File: src/rtl/i2c_tmon_pkg.sv
package i2c_tmon_pkg;

  localparam int NV    = 7;
  localparam int LIM_W = 16;

  // Violation bit positions
  localparam int V_LOW  = 0;
  localparam int V_HIGH = 1;
  localparam int V_FREE = 2;
  localparam int V_HOLD = 3;
  localparam int V_RSU  = 4;
  localparam int V_PSU  = 5;
  localparam int V_DSU  = 6;

  // Line indices
  localparam int SCL = 0;
  localparam int SDA = 1;

  localparam int unsigned FS_LOW_NS  = 1300;
  localparam int unsigned FS_HIGH_NS = 600;
  localparam int unsigned FS_FREE_NS = 600;
  localparam int unsigned FS_DSU_NS  = 100;
  localparam int unsigned HS_LOW_NS  = 160;
  localparam int unsigned HS_HIGH_NS = 60;
  localparam int unsigned HS_FREE_NS = 160;
  localparam int unsigned HS_DSU_NS  = 10;
  localparam int unsigned COND_NS    = 100;

  typedef struct packed {
    logic [LIM_W-1:0] lo;
    logic [LIM_W-1:0] hi;
    logic [LIM_W-1:0] free;
    logic [LIM_W-1:0] hold_sta;
    logic [LIM_W-1:0] setup_sta;
    logic [LIM_W-1:0] setup_sto;
    logic [LIM_W-1:0] setup_dat;
  } limits_t;

  // Nanoseconds to clock cycles, rounded up
  function automatic int unsigned ns2cyc(input int unsigned ns, input int unsigned ps);
    return (ns * 32'd1000 + ps - 32'd1) / ps;
  endfunction

  function automatic limits_t make_limits(input logic hs, input int unsigned ps);
    limits_t l;
    l.lo        = LIM_W'(ns2cyc(hs ? HS_LOW_NS  : FS_LOW_NS,  ps));
    l.hi        = LIM_W'(ns2cyc(hs ? HS_HIGH_NS : FS_HIGH_NS, ps));
    l.free      = LIM_W'(ns2cyc(hs ? HS_FREE_NS : FS_FREE_NS, ps));
    l.hold_sta  = LIM_W'(ns2cyc(COND_NS, ps));
    l.setup_sta = LIM_W'(ns2cyc(COND_NS, ps));
    l.setup_sto = LIM_W'(ns2cyc(COND_NS, ps));
    l.setup_dat = LIM_W'(ns2cyc(hs ? HS_DSU_NS : FS_DSU_NS, ps));
    return l;
  endfunction

endpackage

File: src/rtl/i2c_tmon_sync.sv
module i2c_tmon_sync #(
  parameter int W      = 2,
  parameter int STAGES = 2
) (
  input  logic         clk,
  input  logic         rst_n,
  input  logic [W-1:0] d_i,
  output logic [W-1:0] q_o
);

  generate
    for (genvar g = 0; g < W; g++) begin : g_line
      logic [STAGES-1:0] sh_q;
      logic [STAGES-1:0] sh_d;

      always_comb sh_d = {sh_q[STAGES-2:0], d_i[g]};

      always_ff @(posedge clk or negedge rst_n) begin
        if (!rst_n) sh_q <= '1;
        else        sh_q <= sh_d;
      end

      assign q_o[g] = sh_q[STAGES-1];
    end
  endgenerate

endmodule

File: src/rtl/i2c_tmon_run.sv
module i2c_tmon_run #(
  parameter int CNT_W = 8
) (
  input  logic             clk,
  input  logic             rst_n,
  input  logic             lvl_i,
  output logic             edge_o,
  output logic             rise_o,
  output logic             fall_o,
  output logic [CNT_W-1:0] run_o
);

  localparam logic [CNT_W-1:0] RUN_MAX = '1;

  logic             prev_q;
  logic [CNT_W-1:0] run_q, run_d;
  logic             run_en;

  always_comb begin
    edge_o = lvl_i ^ prev_q;
    rise_o = edge_o & lvl_i;
    fall_o = edge_o & ~lvl_i;
    run_en = edge_o | (run_q != RUN_MAX);
    run_d  = edge_o ? CNT_W'(1) : run_q + CNT_W'(1);
  end

  always_ff @(posedge clk or negedge rst_n) begin
    if (!rst_n) begin
      prev_q <= 1'b1;
      run_q  <= RUN_MAX;
    end else begin
      prev_q <= lvl_i;
      if (run_en) run_q <= run_d;
    end
  end

  assign run_o = run_q;


  sat_hold_chk: assert property (@(posedge clk) disable iff (!rst_n)
    (!edge_o && run_q == RUN_MAX) |=> (run_q == RUN_MAX));

endmodule

File: src/rtl/i2c_tmon_rules.sv
module i2c_tmon_rules
  import i2c_tmon_pkg::*;
#(
  parameter int      CNT_W  = 8,
  parameter limits_t LIM_FS = '0,
  parameter limits_t LIM_HS = '0
) (
  input  logic                  clk,
  input  logic                  rst_n,
  input  logic                  hs_mode_i,
  input  logic                  scl_lvl_i,
  input  logic [1:0]            edge_i,
  input  logic [1:0]            rise_i,
  input  logic [1:0]            fall_i,
  input  logic [1:0][CNT_W-1:0] run_i,
  output logic [NV-1:0]         hits_o
);

  limits_t          lim;
  logic [LIM_W-1:0] scl_len, sda_len, dsu_len;
  logic             scl_hi_stable, start, stop;
  logic             free_q, free_d, pend_q, pend_d, st_en;

  always_comb begin
    lim           = hs_mode_i ? LIM_HS : LIM_FS;
    scl_len       = LIM_W'(run_i[SCL]);
    sda_len       = LIM_W'(run_i[SDA]);
    dsu_len       = edge_i[SDA] ? '0 : sda_len;
    scl_hi_stable = scl_lvl_i & ~edge_i[SCL];
    start         = fall_i[SDA] & scl_hi_stable;
    stop          = rise_i[SDA] & scl_hi_stable;
  end

  always_comb begin
    hits_o = '0;
    if (rise_i[SCL]) begin
      hits_o[V_LOW] = scl_len < lim.lo;
      hits_o[V_DSU] = dsu_len < lim.setup_dat;
    end
    if (fall_i[SCL]) begin
      hits_o[V_HIGH] = scl_len < lim.hi;
      hits_o[V_HOLD] = pend_q && (sda_len < lim.hold_sta);
    end
    if (start) begin
      hits_o[V_RSU]  = scl_len < lim.setup_sta;
      hits_o[V_FREE] = free_q && (sda_len < lim.free);
    end
    if (stop) hits_o[V_PSU] = scl_len < lim.setup_sto;
  end

  always_comb begin
    st_en  = start | stop | fall_i[SCL];
    free_d = free_q;
    pend_d = pend_q;
    if (start) begin
      free_d = 1'b0;
      pend_d = 1'b1;
    end
    if (stop) begin
      free_d = 1'b1;
      pend_d = 1'b0;
    end
    if (fall_i[SCL]) pend_d = 1'b0;
  end

  always_ff @(posedge clk or negedge rst_n) begin
    if (!rst_n) begin
      free_q <= 1'b1;
      pend_q <= 1'b0;
    end else if (st_en) begin
      free_q <= free_d;
      pend_q <= pend_d;
    end
  end


  low_at_rise_chk: assert property (@(posedge clk) disable iff (!rst_n)
    hits_o[V_LOW] |-> rise_i[SCL]);


  hold_needs_start_chk: assert property (@(posedge clk) disable iff (!rst_n)
    hits_o[V_HOLD] |-> pend_q);


  gap_after_stop_chk: assert property (@(posedge clk) disable iff (!rst_n)
    hits_o[V_FREE] |-> free_q);


  stop_marks_free_chk: assert property (@(posedge clk) disable iff (!rst_n)
    hits_o[V_PSU] |=> free_q);

endmodule

File: src/rtl/i2c_timing_monitor.sv
module i2c_timing_monitor
  import i2c_tmon_pkg::*;
#(
  parameter int unsigned CLK_PS = 20000
) (
  input  logic          clk,
  input  logic          rst_n,
  input  logic          scl_i,
  input  logic          sda_i,
  input  logic          hs_mode_i,
  input  logic          clr_i,
  output logic [NV-1:0] viol_sticky_o,
  output logic [NV-1:0] viol_pulse_o
);

  localparam limits_t     LIM_FS  = make_limits(1'b0, CLK_PS);
  localparam limits_t     LIM_HS  = make_limits(1'b1, CLK_PS);
  localparam int unsigned LONGEST = ns2cyc(FS_LOW_NS, CLK_PS);
  localparam int          CNT_W   = $clog2(LONGEST + 1) + 1;

  logic [1:0]            rst_pipe;
  logic                  rst_core_n;
  logic [1:0]            lvl_s, edge_w, rise_w, fall_w;
  logic [1:0][CNT_W-1:0] run_w;
  logic [NV-1:0]         hits;
  logic [NV-1:0]         sticky_q, sticky_d, pulse_q;

  always_ff @(posedge clk or negedge rst_n) begin
    if (!rst_n) rst_pipe <= '0;
    else        rst_pipe <= {rst_pipe[0], 1'b1};
  end
  assign rst_core_n = rst_pipe[1];

  i2c_tmon_sync #(.W(2), .STAGES(2)) u_sync (
    .clk   (clk),
    .rst_n (rst_core_n),
    .d_i   ({sda_i, scl_i}),
    .q_o   (lvl_s)
  );

  generate
    for (genvar g = 0; g < 2; g++) begin : g_run
      i2c_tmon_run #(.CNT_W(CNT_W)) u_run (
        .clk    (clk),
        .rst_n  (rst_core_n),
        .lvl_i  (lvl_s[g]),
        .edge_o (edge_w[g]),
        .rise_o (rise_w[g]),
        .fall_o (fall_w[g]),
        .run_o  (run_w[g])
      );
    end
  endgenerate

  i2c_tmon_rules #(.CNT_W(CNT_W), .LIM_FS(LIM_FS), .LIM_HS(LIM_HS)) u_rules (
    .clk       (clk),
    .rst_n     (rst_core_n),
    .hs_mode_i (hs_mode_i),
    .scl_lvl_i (lvl_s[SCL]),
    .edge_i    (edge_w),
    .rise_i    (rise_w),
    .fall_i    (fall_w),
    .run_i     (run_w),
    .hits_o    (hits)
  );

  always_comb sticky_d = hits | (clr_i ? '0 : sticky_q);

  always_ff @(posedge clk or negedge rst_core_n) begin
    if (!rst_core_n) begin
      sticky_q <= '0;
      pulse_q  <= '0;
    end else begin
      sticky_q <= sticky_d;
      pulse_q  <= hits;
    end
  end

  assign viol_sticky_o = sticky_q;
  assign viol_pulse_o  = pulse_q;


  pulse_in_sticky_chk: assert property (@(posedge clk) disable iff (!rst_core_n)
    ((viol_sticky_o & viol_pulse_o) == viol_pulse_o));


  clear_wipes_chk: assert property (@(posedge clk) disable iff (!rst_core_n)
    clr_i |=> (viol_sticky_o == viol_pulse_o));


  sticky_keeps_chk: assert property (@(posedge clk) disable iff (!rst_core_n)
    !clr_i |=> ((viol_sticky_o & $past(viol_sticky_o)) == $past(viol_sticky_o)));

endmodule

File: config.mk
export PLATFORM = sky130hd
export DESIGN_NAME = i2c_timing_monitor
export DESIGN_NICKNAME = d
export VERILOG_FILES = /design/src/rtl/i2c_tmon_pkg.sv /design/src/rtl/i2c_tmon_sync.sv /design/src/rtl/i2c_tmon_run.sv /design/src/rtl/i2c_tmon_rules.sv /design/src/rtl/i2c_timing_monitor.sv
export SDC_FILE = /design/constraint.sdc
export NUM_CORES = 1
export LEC_CHECK = 0
export BUFFER_PORTS_ARGS = -buffer_cell sky130_fd_sc_hd__buf_2
export CAP_MARGIN = 20
export CORE_ASPECT_RATIO = 0.6
export CORE_MARGIN = 5
export CORE_UTILIZATION = 29
export DETAILED_ROUTE_END_ITERATION = 8
export HOLD_SLACK_MARGIN = 0.02
export PLACE_DENSITY = 0.45
export SYNTH_ARGS = -nofsm -noshare
export SYNTH_HDL_FRONTEND = slang
export SYNTH_SLANG_ARGS = --single-unit
File: constraint.sdc
create_clock -name clk -period 3.8 [get_ports clk]
set_clock_uncertainty 0.1 [all_clocks]
set_input_delay 0.38 -clock clk [delete_from_list [all_inputs] [get_ports clk]]
set_output_delay 0.38 -clock clk [all_outputs]
set_load 0.02 [all_outputs]
## Word-level counts from Yosys, hierarchy flattened

Index checks and enable logic that the tools add are counted.

| cells by class | value |
|---|---|
| add/sub/neg operators | 2 |
| $lt $le $gt $ge | 7 |
| equal/unequal tests | 2 |
| multiplexer cells | 17 |
| bitwise gates (word level) | 17 |
| reductions and logical operators | 6 |

Operators with widths:

| kind | number |
|---|---|
| 103-bit 2-to-1 mux | 1 |
| 8-bit by 16-bit < comparator with 1-bit output | 6 |
| 8-bit 2-to-1 mux | 3 |
| 8-bit by 1-bit adder with 8-bit output, second input constant | 2 |
| 16-bit < comparator | 1 |
| 8-bit != test, second input constant | 2 |
| 1-bit 2-to-1 mux | 12 |
| 1-bit bitwise AND | 7 |
| 7-bit 2-to-1 mux | 1 |
| 7-bit OR | 1 |
| 1-bit OR | 4 |
| 2-bit AND reduction | 2 |
| 1-bit inverter | 3 |
| 3-bit nonzero test | 1 |
| 1-bit logical AND | 2 |
| 2-bit nonzero test | 1 |
| 1-bit XOR | 2 |

| word-level totals | value |
|---|---|
| bits in registers | 40 |
| input port bits | 6 |
| output and inout port bits | 14 |
| word-level logic and storage cells | 62 |

## Depth between registers and ports, before layout

Gate-level depths: netlist (run 1).

| logic depth | value |
|---|---|
| word-level depth | 7 |
| mapped depth | 9 |
| mapped depth without buffers | 9 |

## Cells and area by module

A second synthesis (run 1) with hierarchy kept.

| unflattened totals | value |
|---|---|
| cells, all modules | 174 |
| area, all modules | 1939.4 sq um |

By module, submodules not included:

| module | times used | cells each | area an instance (sq um) | sequential area each (sq um) |
|---|---|---|---|---|
| i2c_tmon_run | 2 | 46 | 489.2 | 236.5 |
| i2c_timing_monitor | 1 | 25 | 460.4 | 400.4 |
| i2c_tmon_rules | 1 | 51 | 380.4 | 51.3 |
| i2c_tmon_sync | 1 | 6 | 120.1 | 105.1 |

## Worst setup path after synthesis (run 1)

No wires, ideal clock.

| timing path | value |
|---|---|
| kind | reg-to-reg |
| start | reg g_run[1].u_run.prev_q |
| end | reg sticky_q[6] (netlist: viol_sticky_o[6]) |
| setup time | 118 ps |
| arrival | 1743 ps |
| data required time | 3582 ps |
| path slack | 1839 ps |
| cell stages (with the launch flop) | 10 |
| path buffers | 0 |
| period minus slack after synthesis | 1961 ps |
| cells stage by stage | dfstp_2 inv_1 ha_1 inv_1 nor2_1 ha_1 o21ai_0 a31oi_1 nor3b_1 a21o_1 |

| between the ends | value |
|---|---|
| longest elaborated chain between the ends | 5 |

RTL lines:

| item | line | RTL |
|---|---|---|
| from (decl) | i2c_tmon_run.sv:15 | `logic prev_q;` |
| from (signal assigned) | i2c_tmon_run.sv:32 | `prev_q <= lvl_i;` |
| 1-bit XOR | i2c_tmon_run.sv:20 | `edge_o = lvl_i ^ prev_q;` |
| 8-bit 2-to-1 mux | i2c_tmon_rules.sv:28 | `dsu_len = edge_i[SDA] ? '0 : sda_len;` |
| 16-bit < comparator | i2c_tmon_rules.sv:38 | `hits_o[V_DSU] = dsu_len < lim.setup_dat;` |
| 1-bit 2-to-1 mux | i2c_tmon_rules.sv:36 | `if (rise_i[SCL]) begin` |
| named net hits[6] | i2c_timing_monitor.sv:25 | `logic [NV-1:0] hits;` |
| 7-bit OR | i2c_timing_monitor.sv:67 | `always_comb sticky_d = hits \| (clr_i ? '0 : sticky_q);` |
| named net sticky_d[6] | i2c_timing_monitor.sv:26 | `logic [NV-1:0] sticky_q, sticky_d, pulse_q;` |
| to (signal assigned) | i2c_timing_monitor.sv:74 | `sticky_q <= sticky_d;` |
| to (decl) | i2c_timing_monitor.sv:26 |  |

The timed path passes the listed nets, and every way through them passes these cells.
A chain may end at the register's enable or synchronous reset.

## Worst setup path after layout (run 1)

Same ends and word-level chain as after synthesis.

==> metrics.txt, run 1 <==
PortBufs 19; Final TNS setup 0 ns; Final Max Tran Viols 0; mux cell area share after synthesis 0.521%; maximum net fanout on the critical path 8; Hold Crit Class input pin to register; DP Area 2130 um^2; Post-Synth XOR/XNOR Area 1.37%; IO Pins 20; P_leak 1.10 nW; row count 23; Clock Power Share 34.7%; deepest level of the CTS H-tree 2; largest family of logic cells by synthesized area simple AND/OR/NAND/NOR gates; CP delay by family, top adder cells; sequential share of power 51.4%; design area 2250 um^2; Critical Path Slowest Stage Cell dfstp_2; via density per instance 4.57; n_diodes 0; syn_area_per_cell 11.2 um^2; internal power 0.000724 W; metal2 WL 1.18 mm; post-CTS sizing 0; post-synth cell types 40; met3 WL post-DR 283 um; wire per inst 13.3 um; starting density of the core 29.3%; Power Density 440 nW/um^2; Logic pwr share 13.9%; Compound-Gate Fraction of Synth Area 14.5%; metal1 wirelength 2.30 mm; core area 6560 um^2; sw frac 26.7%; Setup Crit Path Kind register to register; CP peak stage delay 0.54 ns; CP arrival 2.33 ns; grt total ovfl 0; RSZ-0062 raised after global routing false; highest metal used met4; Place WS 1.61 ns; Simple-Gate Fraction of Synth Area 15.6%; Die Height 73.1 um; commonest non-fill, non-tap cell in the layout dfstp_2; # clock sinks 40; Mapped Cells 171; Starting DRT DRC Count 86; Longest Clk Path Bufs 2; via count 1,306; Yosys reg bits 40; Final WS setup 1.60 ns; Final HPWL DP 2.83 mm; final setup violation count 0; fmax 455 MHz; Nets 221; Synthesized Nets 194; detailed-router iteration count before antenna repair 4; clock-pin slew on the worst setup and hold paths 0.08 ns; first-pass GRT wire length 6.38 mm; startpoint types register; Antenna Violating Nets Remaining 0; GPL Wtd Cong 0.734; share of layout cells above drive strength 1 30.2%; Die W 115 um; outcome finished, final reports clean; fin crit share 57.8%; wirelength, routed 3.81 mm; initial antenna violation count 0; Inserted Clock Buffers 5; Synth Warn # 0; Synth Area in Adders 11.1%; crit path cell chain inv_1, ha_1, inv_1, nor2_1, ha_1, o21ai_0, a31oi_1, nor3b_1, a21o_1; most frequent cells in the layout 23 x dfstp_2, 19 x buf_2, 17 x ha_1, 17 x dfrtp_1, 15 x inv_1; worst vdd ir 0.160 mV; max_cap viols 0; Pwr Total 0.000988 W; endpoint class of the critical path register; DRC viols 0; total die area 8410 um^2; final critical-path required period 2.20 ns; CTS tree done; pin count of the biggest net entering global routing 39; Root Driver clkbuf_8; area growth from synthesis to layout 16.9%; sequential area share after synthesis 53.6%; Final Hold Viols 0; CP Buf/Inv Count 2; Switch Pwr 0.000263 W; Synth Cell Area 1920 um^2; Required @ worst endpoint 3.93 ns; Placed Instances 277; vias in the first global route 1,210; clk_lat worst skew 0.29 ns; Filler cells 657; Post-Layout Cell Count 286; GRT Total Usage 9.77%
## layout make-up
class                   count  area (um^2)  area share (%)
flip-flops and latches     40         1030            45.8
multi-input cells         115          831            37.0
repair buffers             21          113            5.01
well taps                  87          109            4.85
clock buffers               6         72.6            3.23
inverters                  15         56.3            2.51
clock inverters             2         35.0            1.56
## cell usage after synthesis (all sizes together)
cell type / instances / area [um^2]
o21ai: 9 / 45.0
o41ai: 1 / 8.76
dfstp: 23 / 604
nand3: 7 / 35.0
or2: 1 / 6.26
o311a: 2 / 21.3
nand4bb: 1 / 11.3
o211ai: 1 / 7.51
conb: 1 / 3.75
nand3b: 1 / 7.51
mux2i: 1 / 10.0
a21o: 7 / 55.1
nor3b: 2 / 15.0
nor2b: 3 / 18.8
dfrtp: 17 / 425
and2: 1 / 6.26
a22o: 1 / 8.76
nand2b: 2 / 12.5
xnor2: 3 / 26.3
ha: 17 / 213
clkbuf: 1 / 5.00
nor4b: 1 / 8.76
and4bb: 1 / 12.5
a31oi: 10 / 62.6
inv: 15 / 56.3
o211a: 1 / 10.0
nor3: 6 / 40.0
nand2: 11 / 41.3
a21oi: 4 / 20.0
a211oi: 3 / 22.5
nand4: 2 / 18.8
nor2: 7 / 26.3
and3: 6 / 40.0
o21bai: 1 / 7.51
o2111ai: 1 / 8.76
## power by group through the flow
stage	Clock (W)	Sequential (W)	Combinational (W)
floorplan	0	0.000525	0.0000775
global placement	0	0.000518	0.000137
detailed placement	0	0.000516	0.000137
CTS	0.000355	0.000508	0.000139
global route	0.000375	0.000514	0.000156
finish	0.000342	0.000508	0.000137
## logic make-up (layout without fill, tap and decap cells)
group | after synthesis | count (layout)
and+or+nand+nor | 52 | 52
AOI/OAI and AO/OA | 41 | 41
DFF | 40 | 40
adders and majority gates | 17 | 17
buffers and inverters | 16 | 44
xor gates and xnor gates | 3 | 3
other | 1 | 1
muxes | 1 | 1
## flip-flops by register name, indices dropped and copies added, names as in the netlist
signal,count
rst_pipe,2
g_run.u_run.run_o,16
g_run.u_run.prev_q,2
viol_sticky_o,7
u_sync.g_line.sh_q,4
viol_pulse_o,7
u_rules.pend_q,1
u_rules.free_q,1
## through the flow
step | util (%) | hold WS (ns)
after floorplan | - | -0.0156
after global placement | 32.4 | 0.0680
after detailed placement | 32.4 | 0.0704
after CTS | 34.2 | 0.0676
after global routing | 34.2 | 0.0569
final | 34.2 | 0.0799
## per-layer routing
metal	track usage, %	up-vias
met2	10.3	41
met3	3.15	7
met1	16.9	593
met5	0	-
met4	3.13	0
li1	-	665
## path summary, 6_finish.rpt
check / slack, ns / cells after the start / startpoint / to
min in group asynchronous: 0.20 / 1 / rst_pipe[1]$_DFF_PN0_ / u_rules.pend_q$_DFFE_PN0P_
worst max register to register: 1.60 / 9 / g_run[1].u_run.prev_q$_DFF_PN1_ / viol_sticky_o[6]$_DFF_PN0_
worst min register to register: 0.20 / 1 / rst_pipe[1]$_DFF_PN0_ / u_rules.pend_q$_DFFE_PN0P_
worst min-delay path: 0.08 / 1 / sda_i / u_sync.g_line[1].sh_q[0]$_DFF_PN1_
max in group asynchronous: 3.04 / 1 / rst_pipe[1]$_DFF_PN0_ / g_run[0].u_run.run_o[6]$_DFFE_PN1P_
worst max-delay path: 1.60 / 9 / g_run[1].u_run.prev_q$_DFF_PN1_ / viol_sticky_o[6]$_DFF_PN0_
## timing repair
action                     CTS  global route
hold buffers                 1             0
setup buffers                0             0
setup endpoints to repair    0             0
hold endpoints to repair     2             0
Note: power is estimated with default switching activity, not from simulation.
==> inputs of run 2 (changes only) <==
==> constraint.sdc (replaced) <==
create_clock -name clk -period 2.3 [get_ports clk]
set_clock_uncertainty 0.1 [all_clocks]
set_input_delay 0.23 -clock clk [delete_from_list [all_inputs] [get_ports clk]]
set_output_delay 0.23 -clock clk [all_outputs]
set_load 0.02 [all_outputs]
==> run 2 against run 1 <==
Against the previous run:
- sequential share of layout area shrank 1.6 points
- power grew 89%
- setup slack lost 1.3 ns
- final cell count increased by 1.0%
- largest cell class unchanged
- via count is 0.38% lower
- combinational power is 64% higher
- critical path depth is the same
- first-iteration DRC count is 2.3% lower
- highest routed layer unchanged
- sequential cell count is the same
==> metrics.txt, run 2 (same netlist as run 1, synthesis figures left out) <==
CTS tree done; fmax 494 MHz (+8.5%); clk_lat worst skew 0.29 ns (about the same); vias in the first global route 1,314 (+8.6%); Antenna Violating Nets Remaining 0 (unchanged); final critical-path required period 2.02 ns (-0.172 ns); final core occ 35.4% (+1.2 points); Root Driver clkbuf_8; Longest Clk Path Bufs 2 (unchanged); Final Max Tran Viols 0 (unchanged); Power Density 802 nW/um^2 (+82%); GRT Total Usage 10.0% (+0.24 points); total die area 8410 um^2 (unchanged); Filler cells 658 (+0.15%); Reg area 1030 um^2 (unchanged); startpoint types register; pin count of the biggest net entering global routing 33 (-15%); first-pass GRT wire length 6.49 mm (+1.8%); Setup Crit Path Kind register to register; Nets 224 (+1.4%); DRC viols 0 (unchanged); Hold Crit Class input pin to async pin; Final TNS setup 0 ns (unchanged); Setup Buffers After CTS 0 (unchanged); Pwr Total 0.00187 W (+89%); maximum net fanout on the critical path 4 (-4); fin crit share 88.0% (+30 points); max_cap viols 0 (unchanged); clock-pin slew on the worst setup and hold paths 0.08 ns (about the same); crit path from g_run[1].u_run.prev_q$_DFF_PN1_; multi-input logic area 831 um^2 (unchanged); post-CTS sizing 0 (unchanged); core area 6560 um^2 (unchanged); CP arrival 2.16 ns (-0.17 ns); n_diodes 0 (unchanged); share of layout cells above drive strength 1 30.7% (+0.54 points); outcome finished, final reports clean; GPL Wtd Cong 0.725 (-1.3%); starting density of the core 29.3% (unchanged); initial antenna violation count 0 (unchanged); worst flop-to-flop path startpoint g_run[1].u_run.prev_q$_DFF_PN1_; Inserted Clock Buffers 5 (unchanged); Reg-to-Reg End viol_sticky_o[6]$_DFF_PN0_; r2r worst-path depth 9 (unchanged); detailed-router iteration count before antenna repair 4 (unchanged); Die W 115 um (unchanged); Place WS 0.250 ns (-1.36 ns); most frequent cells in the layout 23 x dfstp_2, 19 x buf_2, 17 x ha_1, 17 x dfrtp_1, 15 x inv_1; Final HPWL DP 2.83 mm (+0.23%); Final WS setup 0.276 ns (-1.33 ns); Required @ worst endpoint 2.44 ns (-1.49 ns); final setup violation count 0 (unchanged); commonest non-fill, non-tap cell in the layout dfstp_2; Starting DRT DRC Count 84 (-2.3%); Final Hold Viols 0 (unchanged); # clock sinks 40 (unchanged); row count 23 (unchanged); Largest register FFs 16 (unchanged); via density per instance 4.50 (-1.4%); P_leak 1.13 nW (+3.3%); endpoint class of the critical path register; worst vdd ir 0.334 mV (+110%); wirelength, routed 3.80 mm (-0.32%); IO Pins 20 (unchanged); via count 1,301 (-0.38%); Die Height 73.1 um (unchanged); area growth from synthesis to layout 21.0%; grt total ovfl 0 (unchanged); wire per inst 13.1 um (-1.3%); deepest level of the CTS H-tree 2 (unchanged); PortBufs 19 (unchanged); RSZ-0062 raised after global routing false; reg2reg setup slack 0.28 ns (-1.33 ns)
run 2: stage by stage:
step	cells	hold WS (ns)	instance area [um^2]
2_1_floorplan	171	-0.166	1920
3_3_place_gp	278	-0.0792	2140
3_5_place_dp	278	-0.0790	2140
4_1_cts	289	0.133	2320
5_1_grt	289	0.135	2320
6_report	289	0.143	2320
run 2: how the worst max path moves through the flow:
stage	to
final	viol_sticky_o[6]$_DFF_PN0_
after global routing	viol_sticky_o[6]$_DFF_PN0_
after CTS	viol_sticky_o[6]$_DFF_PN0_
after detailed placement	viol_sticky_o[6]$_DFF_PN0_
after global placement	viol_sticky_o[6]$_DFF_PN0_
after floorplan	viol_sticky_o[6]$_DFF_PN0_
run 2: final cells by class:
class | instances | share of cell area (%)
Clock buffer | 5 | 2.96
Tap cell | 87 | 4.68
Sequential cell | 40 | 44.3
Clock inverter | 3 | 3.88
Timing Repair Buffer | 24 | 6.03
Multi-Input combinational cell | 115 | 35.7
Inverter | 15 | 2.42
run 2: repair_timing:
| action | 4_1_cts | 5_1_grt |
|---|---|---|
| endpoints found under the hold margin | 4 | 0 |
| hold buffers | 3 | 0 |
| setup endpoints to repair | 0 | 0 |
run 2: critical path: stages, from the launching register on:
cell	delay, ns
dfstp_2	0.53
inv_1	0.04
ha_1	0.29
inv_1	0.11
nor2_1	0.06
ha_1	0.25
o21ai_0	0.07
a31oi_1	0.10
nor3b_1	0.29
a21o_1	0.12
run 2: power breakdown:
part | internal (W) | total [W] | leakage [nW] | switching (W)
sequential | 0.000784 | 0.000847 | 0.463 | 0.0000638
clock | 0.000543 | 0.000793 | 0.0784 | 0.000250
combinational | 0.0000947 | 0.000225 | 0.591 | 0.000130
total | 0.00142 | 0.00187 | 1.13 | 0.000444
run 2: per-layer routing:
metal	vias to the layer above	share of wire, %	track usage (%)	wire [um]
met4	0	1.0	2.73	38
li1	671	-	-	-
met1	602	56	15.6	2130
met3	4	5.6	2.90	214
met5	-	0	0	0
met2	24	37	13.2	1410
